**src/rtl/eh_pkg.sv**
```systemverilog
package eh_pkg;
   // producer stages below decode, oldest last
   typedef enum int {
      SG_RR  = 0,
      SG_EX  = 1,
      SG_MEM = 2,
      SG_WB  = 3
   } stage_idx_e;

   localparam int N_DOWN = 4;  // stages that can hold an older writer
   localparam int N_SRC  = 2;  // operands read in operand read

   // a producer is pending when it will still write in writeback
   function automatic logic pending_writer(input logic v, input logic we, input logic ldi);
      return v & we & ~ldi;
   endfunction
endpackage

```
**src/rtl/hz_match.sv**
```systemverilog
module hz_match #(
   parameter int AW = 5,
   parameter int N  = 4
) (
   input  logic                 key_en,
   input  logic [AW-1:0]        key,
   input  logic [N-1:0]         ent_live,
   input  logic [N-1:0][AW-1:0] ent_id,
   output logic                 hit
);
   if (AW < 1)
      begin : g_bad_aw
         $error("hz_match: AW must be at least 1");
      end
   if (N < 1)
      begin : g_bad_n
         $error("hz_match: N must be at least 1");
      end

   logic [N-1:0] eq_v;
   logic         hit_c;

   always_comb begin
      eq_v = '0;
      for (int i = 0; i < N; i++) begin
         eq_v[i] = key_en && ent_live[i] && (ent_id[i] == key) && (key != '0);
      end
      hit_c = |eq_v;
      if (hit_c) begin
         // the zero register never produces a match
         a_r6_zero_never_hits: assert (key != '0)
            else $error("zero register matched");
         // only a live entry may produce a match
         a_r7_hit_needs_live: assert (key_en && (ent_live != '0))
            else $error("match without live entry");
      end
   end

   assign hit = hit_c;
endmodule

```
**src/rtl/hz_war_sel.sv**
```systemverilog
module hz_war_sel #(
   parameter int AW          = 5,
   parameter int WRITE_FIRST = 1
) (
   input  logic          li_en,
   input  logic [AW-1:0] li_dst,
   input  logic          rd_valid,
   input  logic [AW-1:0] rd_src1,
   input  logic [AW-1:0] rd_src2,
   output logic          war
);
   if (WRITE_FIRST != 0)
      begin : g_write_first
         // early write lands before the older reader samples its operands
         hz_match #(.AW(AW), .N(eh_pkg::N_SRC)) u_war (
            .key_en   (li_en),
            .key      (li_dst),
            .ent_live ({rd_valid, rd_valid}),
            .ent_id   ({rd_src2, rd_src1}),
            .hit      (war)
         );
      end
   else
      begin : g_read_first
         // reader samples first: ordering makes the hazard impossible
         logic unused_war;
         assign unused_war = &{1'b0, li_en, li_dst, rd_valid, rd_src1, rd_src2};
         assign war = 1'b0;
      end
endmodule

```
**src/rtl/early_wr_interlock.sv**
```systemverilog
module early_wr_interlock #(
   parameter int REG_AW      = 5,
   parameter int WRITE_FIRST = 1
) (
   input  logic              id_valid,
   input  logic              id_ldi,
   input  logic [REG_AW-1:0] id_dst,
   input  logic              rr_valid,
   input  logic              rr_we,
   input  logic              rr_ldi,
   input  logic [REG_AW-1:0] rr_dst,
   input  logic [REG_AW-1:0] rr_src1,
   input  logic [REG_AW-1:0] rr_src2,
   input  logic              ex_valid,
   input  logic              ex_we,
   input  logic              ex_ldi,
   input  logic [REG_AW-1:0] ex_dst,
   input  logic              mem_valid,
   input  logic              mem_we,
   input  logic              mem_ldi,
   input  logic [REG_AW-1:0] mem_dst,
   input  logic              wb_valid,
   input  logic              wb_we,
   input  logic              wb_ldi,
   input  logic [REG_AW-1:0] wb_dst,
   output logic              stall,
   output logic              id_rf_we
);
   import eh_pkg::*;

   localparam int N_PROD = N_DOWN - 1;  // producers checked against operand reads

   if (REG_AW < 1 || REG_AW > 8)
      begin : g_bad_aw
         $error("early_wr_interlock: REG_AW out of range");
      end
   if (WRITE_FIRST != 0 && WRITE_FIRST != 1)
      begin : g_bad_mode
         $error("early_wr_interlock: WRITE_FIRST must be 0 or 1");
      end

   logic [N_DOWN-1:0]             down_live;
   logic [N_DOWN-1:0][REG_AW-1:0] down_dst;
   logic [N_SRC-1:0][REG_AW-1:0]  src_id;
   logic [N_SRC-1:0]              raw_hit;
   logic                          li_en;
   logic                          waw;
   logic                          war;

   always_comb begin
      down_live[SG_RR]  = pending_writer(rr_valid,  rr_we,  rr_ldi);
      down_live[SG_EX]  = pending_writer(ex_valid,  ex_we,  ex_ldi);
      down_live[SG_MEM] = pending_writer(mem_valid, mem_we, mem_ldi);
      down_live[SG_WB]  = pending_writer(wb_valid,  wb_we,  wb_ldi);
      down_dst[SG_RR]   = rr_dst;
      down_dst[SG_EX]   = ex_dst;
      down_dst[SG_MEM]  = mem_dst;
      down_dst[SG_WB]   = wb_dst;
   end

   assign src_id = {rr_src2, rr_src1};
   assign li_en  = id_valid & id_ldi;

   // write-after-write: early writer against every pending later writer
   hz_match #(.AW(REG_AW), .N(N_DOWN)) u_waw (
      .key_en   (li_en),
      .key      (id_dst),
      .ent_live (down_live),
      .ent_id   (down_dst),
      .hit      (waw)
   );

   // read-after-write: each operand against execute, memory, writeback
   for (genvar s = 0; s < N_SRC; s++)
      begin : g_raw
         hz_match #(.AW(REG_AW), .N(N_PROD)) u_raw (
            .key_en   (rr_valid),
            .key      (src_id[s]),
            .ent_live (down_live[N_DOWN-1:1]),
            .ent_id   (down_dst[N_DOWN-1:1]),
            .hit      (raw_hit[s])
         );
      end

   hz_war_sel #(.AW(REG_AW), .WRITE_FIRST(WRITE_FIRST)) u_war (
      .li_en    (li_en),
      .li_dst   (id_dst),
      .rd_valid (rr_valid),
      .rd_src1  (rr_src1),
      .rd_src2  (rr_src2),
      .war      (war)
   );

   logic stall_c;
   logic we_c;

   always_comb begin
      stall_c = waw | war | (|raw_hit);
      we_c    = li_en & ~stall_c;
      if (we_c) begin
         // the early port only opens for an unstalled load-immediate
         a_r8_we_needs_ldi: assert (id_valid && id_ldi && !waw && !war)
            else $error("early write while hazard present");
      end
      if (|raw_hit) begin
         // a read-after-write stall needs a valid reader
         a_r5_raw_needs_reader: assert (rr_valid)
            else $error("read hazard with empty operand stage");
      end
   end

   assign stall    = stall_c;
   assign id_rf_we = we_c;
endmodule

```
**config.mk**
```make
export PLATFORM = sky130hd
export DESIGN_NAME = early_wr_interlock
export DESIGN_NICKNAME = d
export VERILOG_FILES = /design/src/rtl/eh_pkg.sv /design/src/rtl/hz_match.sv /design/src/rtl/hz_war_sel.sv /design/src/rtl/early_wr_interlock.sv
export SDC_FILE = /design/constraint.sdc
export NUM_CORES = 1
export LEC_CHECK = 0
export BUFFER_PORTS_ARGS = -buffer_cell sky130_fd_sc_hd__buf_2
export CELL_PAD_IN_SITES_DETAIL_PLACEMENT = 1
export CELL_PAD_IN_SITES_GLOBAL_PLACEMENT = 2
export CORE_UTILIZATION = 23
export DETAILED_ROUTE_END_ITERATION = 10
export PLACE_DENSITY = 0.8
export SYNTH_ARGS = -nofsm -noshare
export SYNTH_HDL_FRONTEND = slang
export SYNTH_SLANG_ARGS = --single-unit
```
**constraint.sdc**
```tcl
create_clock -name vclk -period 1.4
set_clock_uncertainty 0.2 [all_clocks]
set_input_delay 0.07 -clock vclk [all_inputs]
set_output_delay 0.07 -clock vclk [all_outputs]
set_load 0.03 [all_outputs]
```
* Word level (Yosys, flattened, before mapping) *
Cells that the tools add are included.

storage, ports and cells
  latch bits = 0
  memories = 0
  logic and storage cells = 67
  RAM bits = 0
  register bits = 0
  memory bits (read-only) = 0
  output and inout bits = 2

cells by class
  muxes and demuxes = 0
  multiply operators = 0
  reduce and logical (&&, ||, !) cells = 38
  order comparisons = 0
  shifts and indexed selects = 0
  $add $sub $neg = 0
  div/mod/pow operators = 0
  equality and inequality tests = 12
  bitwise gates (word level) = 17

operators with widths
  cell               count
  $eq 5x5->1         12
  $logic_and 1x1->1  32
  $reduce_bool 5->1  3
  $and 1x1->1        10
  $reduce_or 6->1    1
  $not 1->1          5
  $reduce_or 4->1    1
  $or 1x1->1         2
  $reduce_or 2->1    1

* Logic depth before layout (Yosys ltp) *
  word-level depth = 10
  depth in mapped cells = 7
  gate-level depth less buffers = 6

* Modules after synthesis *
A second synthesis with hierarchy kept.

second synthesis, totals
  cells, all modules = 113
  area, all modules = 853.3 um2

modules (own cells, without submodules)
  module                                area each (um2)  times used  seq. area each (um2)  cells an instance
  hz_match (g_raw[0].u_raw ...)         190.2            2           0.0                   24
  hz_match (u_waw)                      290.3            1           0.0                   36
  hz_match (u_war.g_write_first.u_war)  127.6            1           0.0                   17
  early_wr_interlock                    55.1             1           0.0                   12

* Least setup slack after synthesis *
OpenSTA, ideal clock, no wires.

  kind = input to output
  start point = input rr_src2[1]
  end point = output id_rf_we
  path buffers = 1
  stages on the path = 5
  required time = 1.130 ns
  arrival time = 1.623 ns
  setup slack = -0.493 ns
  path through = buf_2 -> or4_1 -> nor2_2 -> o22ai_1 -> nor3_1

on the way
  word-level cells in the longest chain between the ends = 8
  elaborated cells on any way between the ends = 19
  those cells by class = eq/ne (4); bitwise (4); reduce/logical (11)

ends and longest elaborated chain
  item                             line                      RTL
  from (decl)                      early_wr_interlock.sv:13  input logic [REG_AW-1:0] rr_src2,
  $eq 5x5->1                       hz_match.sv:26            eq_v[i] = key_en && ent_live[i] && (ent_id[i] == key) && (key != '0);
  $logic_and 1x1->1 (2 in series)  hz_match.sv:26
  $reduce_or 2->1                  hz_match.sv:28            hit_c = |eq_v;
  $or 1x1->1                       early_wr_interlock.sv:98  stall_c = waw | war | (|raw_hit);
  $or 1x1->1 (*)                   early_wr_interlock.sv:98
  $not 1->1 (*)                    early_wr_interlock.sv:99  we_c = li_en & ~stall_c;
  $and 1x1->1 (*)                  early_wr_interlock.sv:99
  to (decl)                        early_wr_interlock.sv:27  output logic id_rf_we

Every way passes the cells marked *; elsewhere a longest branch is shown, timed or not.

* Final worst setup path *
  start point = input rr_src1[2]
  end point = output id_rf_we

on the way
  word-level cells in the longest chain between the ends = 8
  elaborated cells on any way between the ends = 19
  those cells by class = eq/ne (4); bitwise (4); reduce/logical (11)

ends and longest elaborated chain
  item                             line                      RTL
  from (decl)                      early_wr_interlock.sv:12  input logic [REG_AW-1:0] rr_src1,
  $eq 5x5->1                       hz_match.sv:26
  $logic_and 1x1->1 (2 in series)  hz_match.sv:26
  $reduce_or 2->1                  hz_match.sv:28
  $or 1x1->1                       early_wr_interlock.sv:98
  $or 1x1->1 (*)                   early_wr_interlock.sv:98
  $not 1->1 (*)                    early_wr_interlock.sv:99
  $and 1x1->1 (*)                  early_wr_interlock.sv:99

Marks and branches as above.

==> metrics.md <==
| Metric | Value |
|---|---|
| Hold Fails Final Rpt | 0 |
| Layout area overhead | 61.7% |
| GRT overflow | 0 |
| Post-synth top area share | 0.330 |
| Num rows | 23 |
| Data arrival, critical path | about 1.5 ns |
| Pwr Density | about 310 nW/um2 |
| Synth top area cells | xnor2_1 33%, xor2_1 21%, buf_6 9.4%, nor4_1 7.2%, nand3_1 3.1% |
| Critical-path cell list | buf_6, xor2_1, nor4_2, and3_1, nor4_2, a21oi_2, buf_4, nor3_4, buf_6 |
| Critical Path End Type | primary output |
| Slew HR | 0.753 |
| Port bufs | 51 |
| Full die area | 4410 um2 |
| Post-Route WL | a little under 4000 um |
| Initial Util | 0.239 |
| Critical path's top delay family | simple AND/OR/NAND/NOR gates |
| N_diodes | 0 |
| Largest fanout of any net on the critical path | 5 |
| Post-synth top area cell | xnor2_1 |
| Post-Synthesis Cell Area | 955 um2 |
| Dpl ws | -0.508 ns |
| Worst setup margin | -0.336 ns |
| FFs & Latches | 0 |
| Cell leakage power | 0.625 nW |
| Seq/Total Area, Yosys | 0 |
| Chip width | between 60 and 70 um |
| Fin crit period | around 1.7 ns |
| Post-synth cell types | 23 |
| Result of the run | finished, violations left |
| Post-synth top cells | 36 x xnor2_1, 23 x xor2_1, 11 x nor4_1 |
| Max frequency | between 500 and 600 MHz |
| Drt pass-1 iters | 4 |
| Final Wtd Congestion | 0.860 |
| Largest net degree at the start of global routing | 8 |
| CLK BUF | 0 |
| Buffers & Inverters on Critical Path | 3 |
| Syn Inst Count | between 100 and 150 |
| Pwr Total | around 0.48 mW |
| Routed Antenna Nets | 0 |
| Syn_area_per_cell | around 8.0 um2 |
| Worst vdd ir | roughly 0.13 mV |
| # nets final | 227 |
| Critical path launch point type | primary input |
| Worst EP required | ~1.1 ns |
| Syn Nets | roughly 170 |
| Global-route wire length before repair | between 6000 and 7000 um |
| Tot GR Track Use | 0.179 |
| Drt wl/cell | approximately 17 um |
| Ratio of cells with drive above 1 in the final layout | 0.568 |
| CP max stage cell | nor4_2 |
| Least-Margin Pin Slew | approximately 0.37 ns |
| Hold Buf Count CTS | 0 |
| Post-DP Area | approximately 1300 um2 |
| Iteration-0 DRC Markers | 7 |
| Kind of critical path | in2out |
| Failing checks | negative setup slack |
| Final period utilization | 1.24 |
| Design area | about 1500 um2 |
| Vias in the first global route | roughly 1300 |
| Final slew viol count | 0 |
| Die H | 66.4 um |
| Register area | 0 um2 |
| RSZ-0062 raised after global routing | true |
| Crit-path max cell delay | about 0.34 ns |
| I/O pin count | 51 |
| Via density | around 4.9 |
| Via Count | 1105 |
| Remaining DRCs | 0 |
| Core ar. | 4000 um2 |
| Initial antenna violation count | 0 |
| Min-delay worst type | in2out |
| Max cap viols | 0 |
| Setup_tns | -0.661 ns |
| Final setup viols | 2 |
| Most frequent cell after synthesis | xnor2_1 |
| HPWL after DPL | approximately 3000 um |
| Util after Layout | 0.386 |
| Yosys warns | 0 |
[placed cells by master, fill, tap and decap left out, types with 3 or more instances in the layout]
cell type	synthesis	final
buf_2	5	37
buf_4	2	22
buf_6	8	11
nand2_1	5	5
nand3_1	6	6
nand4_1	4	4
nand4b_1	3	3
nor4_2	1	9
xnor2_1	36	28
xnor2_2	0	8
xor2_1	23	22
[area by class of cell]
| class | count | area [um2] |
|---|---|---|
| fill | 483 | 2460 |
| multi-input combinational | 105 | 987 |
| tap | 50 | 62.6 |
| timing repair buffer | 71 | 494 |
[path summary, 6_finish.rpt]
kind                       start  endpoint  slack (ns)  depth (start not counted)
worst min-delay path    id_valid     stall        0.31                          3
worst max-delay path  rr_src1[2]  id_rf_we       -0.34                          9
[routing by layer]
metal  routed length, um  up-vias  track usage
met5                   0        -            0
met4                 112        0       0.0426
met3                 140       10       0.0103
met2                2160       39        0.375
met1                1460      535        0.187
li1                    -      521            -
[repair_timing]
action / CTS / global route
setup buffers: 0 / 1
pin swaps: 7 / 7
endpoints found under the setup margin: 2 / 2
gates resized for setup: 36 / 13
[metrics by stage]
stage	instances	hold WS [ns]
3_5_place_dp	226	0.359
4_1_cts	225	0.326
2_1_floorplan	120	0.0981
3_3_place_gp	226	0.344
6_report	226	0.310
5_1_grt	226	0.319
[where the power goes]
part	leakage, nW	internal, mW	switching, mW
clock network	0	0	0
registers	0	0	0
logic	0.625	0.244	0.236
[logic make-up (layout without fill, tap and decap cells)]
group / after synthesis / count (layout) / synth area share
XOR/XNOR: 60 / 60 / 0.558
AO/OA/AOI/OAI: 4 / 4 / 0.0275
buffers and inverters: 15 / 71 / 0.136
AND/OR/NAND/NOR: 41 / 41 / 0.278
Note: power is estimated with default switching activity, not from simulation.
